**config.mk**
```make
export PLATFORM = sky130hd
export DESIGN_NAME = cascade_match_timer
export DESIGN_NICKNAME = d
export VERILOG_FILES = /design/src/rtl/cmt_pkg.sv /design/src/rtl/cmt_prescaler.sv /design/src/rtl/cmt_stage.sv /design/src/rtl/cmt_match_reg.sv /design/src/rtl/cascade_match_timer.sv
export SDC_FILE = /design/constraint.sdc
export NUM_CORES = 1
export LEC_CHECK = 0
export BUFFER_PORTS_ARGS = -buffer_cell sky130_fd_sc_hd__buf_2
export CORE_AREA = 2 2 68 87
export CTS_BUF_LIST = sky130_fd_sc_hd__clkbuf_4
export CTS_CLUSTER_DIAMETER = 200
export CTS_CLUSTER_SIZE = 25
export DETAILED_ROUTE_END_ITERATION = 6
export DIE_AREA = 0 0 70 89
export GPL_TIMING_DRIVEN = 0
export PLACE_DENSITY = 0.68
export SETUP_SLACK_MARGIN = 0.4
export SKIP_CTS_REPAIR_TIMING = 1
export SYNTH_ARGS = -nofsm -noshare
export SYNTH_HDL_FRONTEND = slang
export SYNTH_SLANG_ARGS = --single-unit
```
**constraint.sdc**
```tcl
create_clock -name clk -period 2.97 [get_ports clk]
set_input_delay 0.594 -clock clk [delete_from_list [all_inputs] [get_ports clk]]
set_output_delay 0.594 -clock clk [all_outputs]
set_load 0.005 [all_outputs]
```
**src/rtl/cmt_pkg.sv**
```systemverilog
package cmt_pkg;

    typedef struct packed {
        logic [7:0] hi;
        logic [7:0] lo;
    } match_bytes_t;

    typedef enum logic [1:0] {
        SRC_TAP0 = 2'd0,
        SRC_TAP1 = 2'd1,
        SRC_TAP2 = 2'd2,
        SRC_TAP3 = 2'd3
    } src_sel_e;

    // Pick the active tick enable from the fast taps and the slow tick.
    function automatic logic pick_tick(input logic [3:0] fast_taps,
                                       input logic       slow_tick,
                                       input src_sel_e   sel,
                                       input logic       div_mode,
                                       input logic       low_power);
        logic t;
        if (low_power)
            t = (sel == SRC_TAP0) ? slow_tick : 1'b0;
        else if (sel == SRC_TAP0)
            t = div_mode ? slow_tick : fast_taps[0];
        else
            t = fast_taps[sel];
        return t;
    endfunction

endpackage

```
**src/rtl/cmt_prescaler.sv**
```systemverilog
module cmt_prescaler
    import cmt_pkg::*;
#(
    parameter int unsigned SH0        = 11,
    parameter int unsigned SH1        = 7,
    parameter int unsigned SH2        = 5,
    parameter int unsigned SH3        = 3,
    parameter int unsigned SLOW_RATIO = 488,
    parameter int unsigned SLOW_SH    = 3
) (
    input  logic     clk,
    input  logic     rst,
    input  src_sel_e sel,
    input  logic     div_mode,
    input  logic     low_power,
    output logic     tick
);
    localparam int unsigned DIV_W  = SH0;
    localparam int unsigned PRE_W  = (SLOW_RATIO > 1) ? $clog2(SLOW_RATIO) : 1;
    localparam int unsigned SHV [4] = '{SH0, SH1, SH2, SH3};

    logic [DIV_W-1:0]   fast_q;
    logic [PRE_W-1:0]   pre_q;
    logic [SLOW_SH-1:0] slow_q;
    logic [3:0]         fast_taps;
    logic               fs_edge;
    logic               slow_tick;

    always_ff @(posedge clk) begin
        if (rst) fast_q <= '0;
        else     fast_q <= fast_q + 1'b1;
    end

    for (genvar i = 0; i < 4; i++) begin : g_tap
        localparam logic [DIV_W-1:0] MASK = DIV_W'((64'd1 << SHV[i]) - 64'd1);
        assign fast_taps[i] = ((fast_q & MASK) == MASK);
    end

    assign fs_edge   = (pre_q == PRE_W'(SLOW_RATIO - 1));
    assign slow_tick = fs_edge && (&slow_q);

    always_ff @(posedge clk) begin
        if (rst) begin
            pre_q  <= '0;
            slow_q <= '0;
        end else if (fs_edge) begin
            pre_q  <= '0;
            slow_q <= slow_q + 1'b1;
        end else begin
            pre_q  <= pre_q + 1'b1;
        end
    end

    assign tick = pick_tick(fast_taps, slow_tick, sel, div_mode, low_power);

    // every source is at least two clocks apart
    a_r6_tick_spaced: assert property (@(posedge clk) disable iff (rst)
        tick |=> !tick);

endmodule

```
**src/rtl/cmt_stage.sv**
```systemverilog
module cmt_stage #(
    parameter int unsigned W = 8
) (
    input  logic         clk,
    input  logic         rst,
    input  logic         clr,
    input  logic         inc,
    output logic [W-1:0] val,
    output logic         carry
);
    always_ff @(posedge clk) begin
        if (rst || clr) val <= '0;
        else if (inc)   val <= val + 1'b1;
    end

    assign carry = inc && (&val);

    // a stage moves only on its own increment or a clear
    a_r3_stage_hold: assert property (@(posedge clk) disable iff (rst)
        (!inc && !clr) |=> $stable(val));

endmodule

```
**src/rtl/cmt_match_reg.sv**
```systemverilog
module cmt_match_reg
    import cmt_pkg::*;
(
    input  logic        clk,
    input  logic        rst,
    input  logic        wr_hi,
    input  logic        wr_lo,
    input  logic [7:0]  wr_data,
    input  logic [15:0] count,
    output logic        hit
);
    match_bytes_t m_q;

    always_ff @(posedge clk) begin
        if (rst) begin
            m_q <= '{hi: 8'hFF, lo: 8'hFF};
        end else begin
            if (wr_hi) m_q.hi <= wr_data;
            if (wr_lo) m_q.lo <= wr_data;
        end
    end

    assign hit = (count == m_q);

    // a written byte is in force on the very next cycle
    a_r5_hi_write: assert property (@(posedge clk) disable iff (rst)
        wr_hi |=> (m_q.hi == $past(wr_data)));
    a_r5_lo_write: assert property (@(posedge clk) disable iff (rst)
        wr_lo |=> (m_q.lo == $past(wr_data)));

endmodule

```
**src/rtl/cascade_match_timer.sv**
```systemverilog
module cascade_match_timer
    import cmt_pkg::*;
#(
    parameter int unsigned STAGE_W    = 8,
    parameter int unsigned SH0        = 11,
    parameter int unsigned SH1        = 7,
    parameter int unsigned SH2        = 5,
    parameter int unsigned SH3        = 3,
    parameter int unsigned SLOW_RATIO = 488
) (
    input  logic        clk,
    input  logic        rst,
    input  logic        run_en,
    input  logic [1:0]  src_sel,
    input  logic        div_mode,
    input  logic        low_power,
    input  logic        wr_hi,
    input  logic        wr_lo,
    input  logic [7:0]  wr_data,
    input  logic        irq_clr,
    output logic        irq_pulse,
    output logic        irq_flag,
    output logic [15:0] count
);
    localparam int unsigned COUNT_W = 16;
    localparam int unsigned NSTAGE  = COUNT_W / STAGE_W;

    logic              tick;
    logic              hit;
    logic              match_evt;
    logic              clr_all;
    logic [NSTAGE:0]   inc_chain;
    logic              irq_q;
    logic              flag_q;

    cmt_prescaler #(
        .SH0(SH0), .SH1(SH1), .SH2(SH2), .SH3(SH3),
        .SLOW_RATIO(SLOW_RATIO), .SLOW_SH(3)
    ) u_pre (
        .clk(clk), .rst(rst), .sel(src_sel_e'(src_sel)),
        .div_mode(div_mode), .low_power(low_power), .tick(tick)
    );

    cmt_match_reg u_match (
        .clk(clk), .rst(rst), .wr_hi(wr_hi), .wr_lo(wr_lo),
        .wr_data(wr_data), .count(count), .hit(hit)
    );

    assign match_evt    = run_en && tick && hit;
    assign clr_all      = !run_en || match_evt;
    assign inc_chain[0] = run_en && tick && !hit;

    for (genvar s = 0; s < NSTAGE; s++) begin : g_stage
        cmt_stage #(.W(STAGE_W)) u_stage (
            .clk(clk), .rst(rst), .clr(clr_all), .inc(inc_chain[s]),
            .val(count[s*STAGE_W +: STAGE_W]), .carry(inc_chain[s+1])
        );
    end

    always_ff @(posedge clk) begin
        if (rst) begin
            irq_q  <= 1'b0;
            flag_q <= 1'b0;
        end else begin
            irq_q <= match_evt;
            if (match_evt)    flag_q <= 1'b1;
            else if (irq_clr) flag_q <= 1'b0;
        end
    end

    assign irq_pulse = irq_q;
    assign irq_flag  = flag_q;

    // stopped timer sits at zero
    a_r2_stop_zero: assert property (@(posedge clk) disable iff (rst)
        !run_en |=> (count == '0));
    // no tick, no movement
    a_r3_hold_no_tick: assert property (@(posedge clk) disable iff (rst)
        (run_en && !tick) |=> $stable(count));
    // pulse lasts one cycle and coincides with a cleared count
    a_r4_pulse_single: assert property (@(posedge clk) disable iff (rst)
        irq_pulse |=> !irq_pulse);
    a_r4_pulse_at_zero: assert property (@(posedge clk) disable iff (rst)
        irq_pulse |-> (count == '0));
    // flag is up whenever a pulse is
    a_r9_flag_on_pulse: assert property (@(posedge clk) disable iff (rst)
        irq_pulse |-> irq_flag);
    // carry out of the top stage lands on zero
    a_r10_wrap_to_zero: assert property (@(posedge clk) disable iff (rst)
        inc_chain[NSTAGE] |=> (count == '0));

endmodule

```
-- Word level (Yosys, flattened, before mapping)
Cells that the tools add are included.
- bits in registers: 57
- output and inout bits: 18
- add/subtract/negate cells: 5
- magnitude comparators: 1
- equal/unequal tests: 6
- mux-type cells: 8
- reductions and logical operators: 14
- operators by type and width (cell ; number):
    adder 8 x 1 -> 8 bit, second input constant ; 2
    equality test 16 bit ; 1
    adder 11 x 1 -> 11 bit, second input constant ; 1
    equality test 11 bit, second input constant ; 1
    adder 9 x 1 -> 9 bit, second input constant ; 1
    equality test 9 bit, second input constant ; 1
    AND reduction 8 bit ; 1
    equality test 7 bit, second input constant ; 1
    2-to-1 mux 1 bit ; 7
    equality test 5 bit, second input constant ; 1
    logical AND 1 bit ; 5
    adder 3 x 1 -> 3 bit, second input constant ; 1
    equality test 3 bit, second input constant ; 1
    < comparator 2 x 3 -> 1 bit, second input constant ; 1
    AND reduction 3 bit ; 1
    binary-select mux 1 bit (select 2 bit) ; 1
    logical NOT 1 bit ; 2
    logical NOT 2 bit ; 1
    logical OR 1 bit ; 2
    nonzero test 2 bit ; 1
    OR reduction 2 bit ; 1

-- Logic depth before layout (Yosys ltp)
- depth after elaboration: 9
- depth in mapped cells: 12
- gate-level depth less buffers: 10

-- Cells and area by module
From an unflattened synthesis, not the netlist that was laid out.
- cell total of the unflattened synthesis: 274
- area, all modules: 2615.0 µm²
- modules (own cells, without submodules) (module ; instances ; cells an instance ; area an instance (µm²)):
    cmt_prescaler ; 1 ; 111 ; 1029.7
    cmt_match_reg ; 1 ; 73 ; 793.3
    cmt_stage ; 2 ; 40 ; 354.1
    cascade_match_timer ; 1 ; 10 ; 83.8

-- Worst setup path before layout
No wires, ideal clock.
- path kind: register to register
- from: register u_pre.fast_q[0]
- to: register g_stage[0].u_stage.val[0]
- library setup time: 65 ps
- arrival: 2290 ps
- data required time: 2905 ps
- setup slack: 615 ps
- cell stages (with the launch flop): 13
- buffers on the path: 2
- cells stage by stage: dfxtp_1 -> ha_1 -> nand3_1 -> inv_1 -> ha_1 -> nand2b_1 -> a21oi_1 -> o31ai_1 -> clkbuf_1 -> nor2_1 -> a211o_1 -> clkbuf_1 -> nor2_1
- cells in the longest elaborated chain, start to end: 9
- RTL lines (what ; RTL line ; text):
    start: declaration ; cmt_prescaler.sv:22 ; logic [DIV_W-1:0] fast_q;
    start signal: assignment ; cmt_prescaler.sv:31 ; else fast_q <= fast_q + 1'b1;
    equality test 11 bit, or another cell as far along ; cmt_prescaler.sv:36 ; assign fast_taps[i] = ((fast_q & MASK) == MASK);
    binary-select mux 1 bit (select 2 bit) ; cmt_pkg.sv:27 ; t = fast_taps[sel];
    2-to-1 mux 1 bit (not written as such) ; cmt_pkg.sv:27 ;
    2-to-1 mux 1 bit * ; cmt_pkg.sv:24 ; else if (sel == SRC_TAP0)
    2-to-1 mux 1 bit * ; cmt_pkg.sv:22 ; if (low_power)
    logical AND 1 bit * ; cascade_match_timer.sv:49, cascade_match_timer.sv:51 ;
    logical AND 1 bit ; cascade_match_timer.sv:49 ; assign match_evt = run_en && tick && hit;
    logical OR 1 bit ; cascade_match_timer.sv:50 ; assign clr_all = !run_en || match_evt;
    logical OR 1 bit ; cmt_stage.sv:12 ; if (rst || clr) val <= '0;
    end signal: assignment ; cmt_stage.sv:13 ; else if (inc) val <= val + 1'b1;
    end: declaration ; cmt_stage.sv:8 ; output logic [W-1:0] val,
Mark *: on every way between the ends. The rest lies on a longest branch, timed or not. The select of a mux whose other input is x is not followed.
A chain may end at the register's enable or synchronous reset.

-- Worst setup path in the final report
- from: register u_pre.pre_q[0]
- to: register g_stage[1].u_stage.val[3]
- cells in the longest elaborated chain, start to end: 9
- RTL lines (what ; RTL line ; text):
    start: declaration ; cmt_prescaler.sv:23 ; logic [PRE_W-1:0] pre_q;
    start signal: assignment ; cmt_prescaler.sv:50 ; pre_q <= pre_q + 1'b1;
    equality test 9 bit * ; cmt_prescaler.sv:39 ; assign fs_edge = (pre_q == PRE_W'(SLOW_RATIO - 1));
    logical AND 1 bit * ; cmt_prescaler.sv:40 ; assign slow_tick = fs_edge && (&slow_q);
    2-to-1 mux 1 bit ; cmt_pkg.sv:25 ; t = div_mode ? slow_tick : fast_taps[0];
    2-to-1 mux 1 bit ; cmt_pkg.sv:24 ;
    2-to-1 mux 1 bit * ; cmt_pkg.sv:22 ;
    logical AND 1 bit * ; cascade_match_timer.sv:49, cascade_match_timer.sv:51 ;
    logical AND 1 bit ; cascade_match_timer.sv:49 ;
    logical OR 1 bit ; cascade_match_timer.sv:50 ;
    logical OR 1 bit ; cmt_stage.sv:12 ;
    end signal: assignment ; cmt_stage.sv:13 ;
    end: declaration ; cmt_stage.sv:8 ;
Mark *: on every way between the ends. The rest lies on a longest branch, timed or not.

==> flow_summary.json <==
{
  "worst_pin_slew_ps": 542,
  "pwr-share-clk_pct": 32.6,
  "cp-start-kind": "flop",
  "synth_area_leaders": "dfxtp_1 44%, xnor2_1 11%, a211o_1 5.8%",
  "viasPerCell": 5.28,
  "dr.pass1.iters": 4,
  "syn-mean-instance-area_sq_um": 9.30,
  "cpPeakStageDelay_ps": 420,
  "dpl.hpwl_microns": 3880,
  "pwr-share-seq_pct": 59.9,
  "power.density_nw_per_um2": 445,
  "setup_violations": 0,
  "n_antenna_cell": 0,
  "grt_first_pass_wirelength_microns": 8940,
  "drt_iter0_markers": 67,
  "slew_headroom_pct": 63.5,
  "yosys.area.top_type_share_pct": 44.3,
  "synth_area_sq_um": 2580,
  "cts_buffers": 9,
  "cts_root_buf": "clkbuf_4",
  "async_reset_ff_share_pct": 0,
  "power_switching_mw": 0.342,
  "hold_slack_ps": 417,
  "h-tree-depth": 3,
  "post-synth-top-area-cell": "dfxtp_1",
  "ir_drop_mv": 0.263,
  "antenna_found_initial": 0,
  "cp_cell_sequence": "ha_4 > nand4_2 > nor4_4 > a2111oi_4 > or4_1 > buf_4 > or3_1 > a21oi_1",
  "grt_max_degree": 11,
  "crit_required_ps": 3290,
  "clock_path_buffers": 2,
  "cap_viol_max_count": 0,
  "die_h_microns": 89,
  "fillers": 494,
  "ys_ff_latch": 57,
  "drt-total-wl_microns": 5350,
  "antenna_left": 0,
  "drive_gt1_share_pct": 21.0,
  "fin_util_pct": 56.9,
  "end_kind": "flop",
  "cp_slowest_cell": "nor4_4",
  "synth_ff_type": "dfxtp_1",
  "cts_tree": "built",
  "synth_nets": 303,
  "leakage_nw": 1.16,
  "crit_fanout": 10,
  "cts.clk_slew.worst_paths_ps": 100,
  "rows": 30,
  "synth_cells": 277,
  "ys_types": 31,
  "tns_ps": 0,
  "hold_viol": 0,
  "yosysSeqAreaShare_pct": 44.3,
  "via_count": 2075,
  "clock_sinks": 57,
  "core_area_sq_um": 5330,
  "first_global_vias": 2016,
  "post-route-min-period_ps": 2380,
  "clk_latency_ps": 390,
  "wl_per_cell_microns": 13.6,
  "finalMaxSlewViolations": 0,
  "rsz0062_at_grt": "no",
  "drc": 0,
  "fin_skew_ps": 13.1,
  "swShare_pct": 25.4,
  "area_growth_pct": 17.7,
  "hp-class": "in2reg",
  "synth_edf_count": 0,
  "grt_overflow": 0,
  "pin_count": 36,
  "outcome": "finished, final reports clean",
  "period_share_pct": 80.0,
  "yosys_warnings": 0,
  "worst_ep_arrival_time_ps": 2690,
  "max_freq_ghz": 0.421,
  "path_class": "reg2reg",
  "combPwrFrac_pct": 7.5,
  "gr-usage-all-layers_pct": 18.1,
  "gp_congestion": 0.786,
  "dieArea_sq_um": 6230,
  "layout_common_cells": "53 x dfxtp_1, 37 x nor2_1, 36 x buf_2",
  "fin_nets": 350,
  "io_buffers": 34,
  "fp.dieW_microns": 70,
  "final_common_cell": "dfxtp_1",
  "initial_core_util_pct": 48.4,
  "internal_power_mw": 1.01
}
[flip-flops by register name (all words and copies together), names as in the netlist]
signal	flops
u_pre.slow_q	3
u_pre.fast_q	11
irq_pulse	1
irq_flag	1
u_match.m_q	16
u_pre.pre_q	9
g_stage.u_stage.val	16
[power groups by stage]
stage | registers [mW] | clock network [mW] | logic (mW)
floorplan | 0.817 | 0 | 0.0658
global placement | 0.822 | 0 | 0.0930
detailed placement | 0.822 | 0 | 0.0945
CTS | 0.804 | 0.450 | 0.0951
global route | 0.811 | 0.483 | 0.114
finish | 0.808 | 0.440 | 0.101
[worst max-delay path: cells and delay by family, from the launching register on]
family	cells	cell delay, ps
DFF	1	380
adders and majority gates	1	160
buffers and inverters	1	180
and+or+nand+nor	4	1310
AOI/OAI and AO/OA	2	280
[final timing paths]
path	depth (start not counted)	endpoint	slack (ps)	start
max	8	g_stage[1].u_stage.val[3]	590	u_pre.pre_q[0]
min reg2reg	1	u_pre.pre_q[0]	450	u_pre.pre_q[0]
max reg2reg	8	g_stage[1].u_stage.val[3]	590	u_pre.pre_q[0]
min	2	u_match.m_q[6]	420	wr_data[6]
[area by class of cell]
cell class | count | area, sq um | share of cell area, %
clock inverter | 6 | 25.0 | 0.825
sequential | 57 | 1150 | 37.9
clock buffer | 10 | 75.1 | 2.47
inverter | 3 | 11.3 | 0.371
multi-input combinational | 205 | 1450 | 47.9
timing repair buffer | 36 | 185 | 6.10
tap | 64 | 80.1 | 2.64
buffer | 12 | 56.3 | 1.86
[layer usage]
| metal | share of wire, % | wire, microns | vias to the layer above | track usage [%] |
|---|---|---|---|---|
| met5 | 0 | 0 | - | 0 |
| met4 | 2.2 | 116 | 0 | 10.7 |
| met3 | 4.7 | 250 | 13 | 3.72 |
| met2 | 49 | 2630 | 51 | 31.8 |
| met1 | 44 | 2350 | 947 | 20.4 |
| li1 | - | - | 1064 | - |
[cells in the mapped netlist (all sizes together), types with 3 or more instances]
cell and count:
xor2 9, dfxtp 57, nand4 7, nor2 37, nor4 11, nand2b 3
xnor2 31, inv 3, mux2i 4, and3 5, a211o 17, nor2b 19
o21ai 5, nand2 6, clkbuf 10, nand3 21, or3 6, ha 8
a21oi 7
[per-stage QoR]
step                instance area, sq um  power [mW]  std cells  setup slack, ps
floorplan                           2580       0.882        277              615
global placement                    2830       0.915        375              245
detailed placement                  2830       0.917        375              233
CTS                                 2930        1.35        391              204
global route                        3030        1.41        393              408
finish                              3030        1.35        393              593
[cells by family after synthesis]
family,Yosys count,synth area share [%]
AOI/OAI and AO/OA,32,9.08
xor gates and xnor gates,40,13.6
adders and majority gates,8,3.88
buffers and inverters,15,2.28
DFF,57,44.3
muxes,4,1.55
and+or+nand+nor,121,25.3
Power figures use the tool's default switching activity.
